## src/rtl/aud_ws_pkg.sv

```systemverilog
package aud_ws_pkg;
  localparam int unsigned LEN_W           = 8;
  localparam int unsigned SAMP_W          = 32;
  localparam int unsigned NARROW_W        = 16;
  localparam int unsigned SEL_W           = $clog2(SAMP_W);
  localparam int unsigned MIN_LEN_STD     = 13;
  localparam int unsigned MIN_LEN_WIDE_ST = 36;
  localparam int unsigned NUM_CH          = 2;

  typedef logic [LEN_W-1:0]  pos_t;
  typedef logic [SAMP_W-1:0] samp_t;

  typedef struct packed {
    pos_t len;
    logic rise;
    logic pulse;
    logic wide;
    logic stereo;
    pos_t lpos;
    pos_t rpos;
  } frame_cfg_t;

  localparam frame_cfg_t DEF_CFG = '{
    len:    pos_t'(64),
    rise:   1'b0,
    pulse:  1'b0,
    wide:   1'b1,
    stereo: 1'b1,
    lpos:   pos_t'(0),
    rpos:   pos_t'(32)
  };

  // shortest legal frame for a sample width / channel count
  function automatic pos_t min_len(input logic wide, input logic stereo);
    return (wide && stereo) ? pos_t'(MIN_LEN_WIDE_ST) : pos_t'(MIN_LEN_STD);
  endfunction

  function automatic int width_of(input logic wide);
    return wide ? int'(SAMP_W) : int'(NARROW_W);
  endfunction

  // true when pos lies inside the sample window that starts at base
  function automatic logic in_window(input pos_t pos, input pos_t base, input logic wide);
    pos_t off;
    off = pos - base;
    return (pos >= base) && (int'(off) < width_of(wide));
  endfunction

  // bit of sample s shown at pos, MSB first from base
  function automatic logic window_bit(input samp_t s, input pos_t pos, input pos_t base,
                                      input logic wide);
    pos_t off;
    int   idx;
    off = pos - base;
    idx = width_of(wide) - 1 - int'(off);
    if (idx < 0 || idx >= int'(SAMP_W)) return 1'b0;
    return s[idx[SEL_W-1:0]];
  endfunction
endpackage

```

## src/rtl/aud_ws_cfg.sv

```systemverilog
module aud_ws_cfg
  import aud_ws_pkg::*;
(
  input  logic       clk,
  input  logic       rst_n,
  input  logic       wr,
  input  frame_cfg_t cfg_in,
  input  logic       wrap,
  output frame_cfg_t act,
  output logic       err
);
  frame_cfg_t act_q, pend_q;
  logic       pend_v_q, err_q;
  logic       too_short, accept;

  assign too_short = cfg_in.len < min_len(cfg_in.wide, cfg_in.stereo);
  assign accept    = wr && !too_short;

  always_ff @(posedge clk or negedge rst_n) begin
    if (!rst_n) begin
      act_q    <= DEF_CFG;
      pend_q   <= DEF_CFG;
      pend_v_q <= 1'b0;
      err_q    <= 1'b0;
    end else begin
      if (wrap && pend_v_q) act_q <= pend_q;
      if (accept) pend_q <= cfg_in;
      if (accept)    pend_v_q <= 1'b1;
      else if (wrap) pend_v_q <= 1'b0;
      if (wr) err_q <= too_short;
    end
  end

  assign act = act_q;
  assign err = err_q;
endmodule

```

## src/rtl/aud_ws_counter.sv

```systemverilog
module aud_ws_counter
  import aud_ws_pkg::*;
#(
  parameter pos_t RST_POS = DEF_CFG.len - pos_t'(1)
) (
  input  logic clk,
  input  logic rst_n,
  input  logic bit_en,
  input  pos_t len,
  output pos_t pos,
  output logic wrap,
  output logic fs
);
  pos_t pos_q;
  logic fs_q;
  pos_t last;

  assign last = len - pos_t'(1);
  assign wrap = bit_en && (pos_q == last);

  always_ff @(posedge clk or negedge rst_n) begin
    if (!rst_n) begin
      pos_q <= RST_POS;
      fs_q  <= 1'b0;
    end else begin
      fs_q <= wrap;
      if (bit_en) pos_q <= wrap ? '0 : pos_q + pos_t'(1);
    end
  end

  assign pos = pos_q;
  assign fs  = fs_q;
endmodule

```

## src/rtl/aud_ws_shaper.sv

```systemverilog
module aud_ws_shaper
  import aud_ws_pkg::*;
(
  input  pos_t pos,
  input  pos_t len,
  input  logic rise,
  input  logic pulse,
  output logic ws
);
  logic [LEN_W:0] len_x, half, pos_x;
  logic           at_mark, in_first, marking;

  assign len_x = {1'b0, len};
  assign pos_x = {1'b0, pos};
  // the marking half gets the extra bit only when it is the low half
  assign half  = rise ? (len_x >> 1) : ((len_x + (LEN_W+1)'(1)) >> 1);

  assign at_mark  = (pos == len - pos_t'(1));
  assign in_first = !pulse && ((pos_x + (LEN_W+1)'(1)) < half);
  assign marking  = at_mark || in_first;
  assign ws       = rise ? marking : !marking;
endmodule

```

## src/rtl/aud_ws_data.sv

```systemverilog
module aud_ws_data
  import aud_ws_pkg::*;
(
  input  logic  clk,
  input  logic  rst_n,
  input  logic  take,
  input  logic  s_valid,
  input  samp_t s_left,
  input  samp_t s_right,
  input  pos_t  pos,
  input  logic  wide,
  input  logic  stereo,
  input  pos_t  lpos,
  input  pos_t  rpos,
  output logic  sd,
  output logic  underrun
);
  samp_t smp_q [NUM_CH];
  logic  und_q;
  logic [NUM_CH-1:0] hit, bits;

  always_ff @(posedge clk or negedge rst_n) begin
    if (!rst_n) begin
      smp_q[0] <= '0;
      smp_q[1] <= '0;
      und_q    <= 1'b0;
    end else if (take) begin
      und_q <= !s_valid;
      if (s_valid) begin
        smp_q[0] <= s_left;
        smp_q[1] <= s_right;
      end
    end
  end

  for (genvar ch = 0; ch < NUM_CH; ch++) begin : g_ch
    pos_t base;
    logic ch_on;
    assign base     = (ch == 0) ? lpos : rpos;
    assign ch_on    = (ch == 0) ? 1'b1 : stereo;
    assign hit[ch]  = ch_on && in_window(pos, base, wide);
    assign bits[ch] = window_bit(smp_q[ch], pos, base, wide);
  end

  always_comb begin
    if (hit[0])      sd = bits[0];
    else if (hit[1]) sd = bits[1];
    else             sd = 1'b0;
  end

  assign underrun = und_q;
endmodule

```

## src/rtl/aud_frame_wsgen.sv

```systemverilog
module aud_frame_wsgen
  import aud_ws_pkg::*;
(
  input  logic        clk,
  input  logic        rst_n,
  input  logic        bit_en,
  input  logic        cfg_wr,
  input  logic [7:0]  cfg_len,
  input  logic        cfg_rise,
  input  logic        cfg_pulse,
  input  logic        cfg_wide,
  input  logic        cfg_stereo,
  input  logic [7:0]  cfg_lpos,
  input  logic [7:0]  cfg_rpos,
  output logic        cfg_err,
  input  logic        s_valid,
  output logic        s_ready,
  input  logic [31:0] s_left,
  input  logic [31:0] s_right,
  output logic        ws,
  output logic        sd,
  output logic        frame_start,
  output logic        underrun
);
  frame_cfg_t cfg_in, act;
  pos_t       pos_q;
  logic       wrap;

  assign cfg_in = '{len: cfg_len, rise: cfg_rise, pulse: cfg_pulse, wide: cfg_wide,
                    stereo: cfg_stereo, lpos: cfg_lpos, rpos: cfg_rpos};

  aud_ws_cfg u_cfg (
    .clk    (clk),
    .rst_n  (rst_n),
    .wr     (cfg_wr),
    .cfg_in (cfg_in),
    .wrap   (wrap),
    .act    (act),
    .err    (cfg_err)
  );

  aud_ws_counter u_cnt (
    .clk    (clk),
    .rst_n  (rst_n),
    .bit_en (bit_en),
    .len    (act.len),
    .pos    (pos_q),
    .wrap   (wrap),
    .fs     (frame_start)
  );

  aud_ws_shaper u_shape (
    .pos   (pos_q),
    .len   (act.len),
    .rise  (act.rise),
    .pulse (act.pulse),
    .ws    (ws)
  );

  aud_ws_data u_data (
    .clk      (clk),
    .rst_n    (rst_n),
    .take     (wrap),
    .s_valid  (s_valid),
    .s_left   (s_left),
    .s_right  (s_right),
    .pos      (pos_q),
    .wide     (act.wide),
    .stereo   (act.stereo),
    .lpos     (act.lpos),
    .rpos     (act.rpos),
    .sd       (sd),
    .underrun (underrun)
  );

  assign s_ready = wrap;
endmodule

```

## config.mk

```make
export PLATFORM = sky130hd
export DESIGN_NAME = aud_frame_wsgen
export DESIGN_NICKNAME = d
export VERILOG_FILES = /design/src/rtl/aud_ws_pkg.sv /design/src/rtl/aud_ws_cfg.sv /design/src/rtl/aud_ws_counter.sv /design/src/rtl/aud_ws_shaper.sv /design/src/rtl/aud_ws_data.sv /design/src/rtl/aud_frame_wsgen.sv
export SDC_FILE = /design/constraint.sdc
export NUM_CORES = 1
export LEC_CHECK = 0
export BUFFER_PORTS_ARGS = -buffer_cell sky130_fd_sc_hd__buf_2
export CAP_MARGIN = 10
export CORE_MARGIN = 10
export CORE_UTILIZATION = 45
export DETAILED_ROUTE_END_ITERATION = 6
export PLACE_DENSITY_LB_ADDON = 0.3
export SYNTH_ARGS = -nofsm -noshare
export SYNTH_HDL_FRONTEND = slang
export SYNTH_SLANG_ARGS = --single-unit
```

## constraint.sdc

```tcl
create_clock -name clk -period 3.95 [get_ports clk]
set_input_delay 0.79 -clock clk [delete_from_list [all_inputs] [get_ports clk]]
set_output_delay 0.79 -clock clk [all_outputs]
set_load 0.01 [all_outputs]
```

==> run summary <==
Outcome = complete, but fails checks
Failing checks = setup timing
H-tree levels = 4
Largest net degree at the start of global routing = 72
Synth Instances = 540
P_leak = 4.46 nW
Vias per cell = 5.21
CTS tree = yes
Die Area = 21900 um2
Die height = 148 um
Final worst setup slack = -747 ps
Startpoint types = flop
Sinks on Clock Net = 132
Final count of hold timing violations = 0
Cell Area, Synth = 7370 um2
Crit Path Class = flop to output pin
Antenna cells = 0
Design area = 8960 um2
Worst hold path type = input pin to async pin
Peak supply drop = 0.398 mV
FMAX = 0.213 GHz
DRT iter0 DRCs = 271
Initial Util = 46.2%
EDFF count, synth = 0
Layout cell share with drive strength beyond 1 = 50.9%
RePlAce Congestion = 0.860
Fraction of registers with async set/reset = 100%
Setup TNS = -747 ps
GRT Total Usage = 15.4%
Tot Pwr = 0.00468 W
Max clock buf depth = 2
DRC viols = 0
Clock tree root buffer cell = clkbuf_16
Syn avg cell area = 13.6 um2
Worst EP arrival = 3910 ps
Total Wirelength = 16400 um
Min cycle time layout = 4700 ps
Busiest grt layer = met2
Hold buffer count at cts = 0
Via count = 4712
Vias in the first global route = 5198
Row cnt = 46
Clk slew on worst S/H paths = 60 ps
Core ar. = 15900 um2
IO Port Bufs = 102
Global-route track usage on met1 = 18.8%
Synthesized net count = 675
Number of setup violations in the final report = 1
PD cells = 522 nW/um2
RSZ-0062 raised after global routing = yes
Relative slew slack = 45.6%
Post-synth cell types = 61
Post-synthesis register bit count = 132
Post-synthesis sequential area ratio = 45.1%
HPWL after detailed placement = 12300 um
Post-route ant nets = 0
Total of max-cap violations = 0
Worst path cell trace = inv_2, ha_4, inv_2, fa_2, a211oi_2, nor2_1, xor2_1, ha_1, o21ai_1, nor2_1, ha_1, nor4b_2, o2111ai_1, a2111oi_2, a41o_1, buf_2
Critical path required time = 3160 ps
Routed WL per cell = 18.1 um
CP endpoint kind = output pin
Worst Max-Slew Pin Slew = 816 ps
Yosys warns = 0
Max stage delay on crit path = 380 ps
Area Growth Syn to Fin = 21.7%
First-pass GRT wire length = 26900 um
CTS buffer count = 17
GR Util met3 = 4.52%
Placed cell area = 8300 um2
Fin crit share = 119%
Final #Nets = 810
Final Slew Violations = 0
Initial antenna violation count = 0
DRT Pass-1 Iters = 4
Die width = 148 um
I/O pins = 103
Maximum fanout along the worst path = 2
Met2 usage = 25.5%
Slowest-stage cell, CP = dfstp_2
Clock Skew = 7.71 ps
Grt total ovfl = 0
Clock latency on the worst-skew pair = 420 ps
Main synth FF type = dfrtp_1
==> cell usage in the layout (no fill, tap or decap), types with 4 or more instances in the layout <==
master     Yosys  layout
clkbuf_16      0      17
mux2_4        80      80
xnor2_1       17      17
clkbuf_1      12       5
nand2b_1       4       4
mux2i_1       11      11
nand2_1       15      15
buf_2          3     101
dfrtp_1      118     118
xor2_1        16      15
mux2_2        40      40
dfstp_2       14      14
nand3_1        9       9
nor2b_1        9       9
mux4_2        17      17
a31o_2         6       6
buf_4          0      36
clkbuf_8       0       6
a21oi_1       11       8
ha_1          36      35
nor2_1        19      18
a21o_1         5       5
o21ai_0       12      10
inv_1         26      24
==> layout make-up <==
type	count	area [um2]
well taps	216	270
flip-flops and latches	132	3320
multi-input cells	359	3880
inverters	26	97.6
clock inverters	4	47.5
repair buffers	139	816
clock buffers	28	527
fillers	1344	6980
==> Yosys cell counts, drive strengths merged, types with 4 or more instances <==
cell      n  area share (%)
nand3     9            0.61
nor2b     9            0.76
mux2    120              22
clkbuf   12            0.61
nor2     20             1.2
xor2     16             1.9
nand2    17             1.1
nand2b    4            0.34
mux4     17             5.2
buf      11             1.4
xnor2    17             2.0
nor3      4            0.41
a21oi    11            0.75
inv      26             1.3
dfrtp   118              40
mux2i    11             1.5
a21o      5            0.51
ha       36             6.1
o21ai    13            0.88
dfstp    14             5.0
a31o      6            0.71
==> worst paths after layout <==
| path | start | to | slack, ps | cells after the start |
|---|---|---|---|---|
| hold / removal | rst_n | u_data.smp_q[47]$_DFFE_PN0P_ | 450 | 1 |
| setup reg to reg | u_cfg.act[20]$_DFFE_PN0P_ | u_data.smp_q[38]$_DFFE_PN0P_ | 810 | 10 |
| setup / recovery | u_cnt.pos[0]$_DFFE_PN1P_ | sd | -750 | 16 |
| hold reg to reg | u_cfg.err$_DFFE_PN0P_ | u_cfg.err$_DFFE_PN0P_ | 490 | 2 |
| min in group clk | u_cfg.err$_DFFE_PN0P_ | u_cfg.err$_DFFE_PN0P_ | 490 | 2 |
| max in group asynchronous | rst_n | u_cfg.pend_q[26]$_DFFE_PN1P_ | 2580 | 2 |
==> critical path, delay by kind of cell, from the launching register on <==
kind | cells | cell delay (ps)
and+or+nand+nor | 3 | 430
adders and majority gates | 4 | 1120
buffers and inverters | 3 | 260
AOI/OAI and AO/OA | 5 | 1110
DFF | 1 | 380
xor gates and xnor gates | 1 | 180
==> what timing repair did <==
item | in CTS | in global routing
buffers inserted | 0 | 3
setup endpoints to repair | 1 | 2
gates resized for setup | 4 | 12
pin swaps | 0 | 4
==> per-stage QoR <==
stage | util, % | setup WS, ps | hold WS (ps) | instances
floorplan | - | -44.1 | 474 | 540
global placement | 52.1 | -111 | 470 | 869
detailed placement | 52.1 | -306 | 480 | 869
CTS | 55.8 | -717 | 484 | 901
global route | 56.2 | -858 | 514 | 904
finish | 56.2 | -747 | 453 | 904
==> per-layer routing <==
metal | share of wire, % | wire [um]
met5 | 0 | 0
met2 | 51 | 8350
met4 | 1.4 | 231
met3 | 4.2 | 690
met1 | 43 | 7130
==> power by group <==
group	switching (W)	total, W	internal, W
registers	0.0000618	0.00152	0.00146
logic	0.000787	0.00164	0.000850
clock network	0.000554	0.00152	0.000965
==> kinds of logic (layout without fill, tap and decap cells) <==
kind of cell	count (synthesis)	after routing	synth area share [%]
buffers and inverters	49	197	3.36
adder cells (fa/ha/maj)	38	38	6.66
XOR/XNOR	33	33	3.92
AO/OA/AOI/OAI	58	58	5.52
AND/OR/NAND/NOR	82	82	6.37
flip-flops	132	132	45.1
multiplexers	148	148	29.1
==> sequential cells by signal, summed over array words and instances (netlist names) <==
register and flops:
u_cfg.act 28, u_cfg.err 1, u_cfg.pend_q 28, u_cfg.pend_v_q 1, u_cnt.fs 1, u_cnt.pos 8, u_data.smp_q 64, u_data.underrun 1
(Power assumes the default switching activity.)
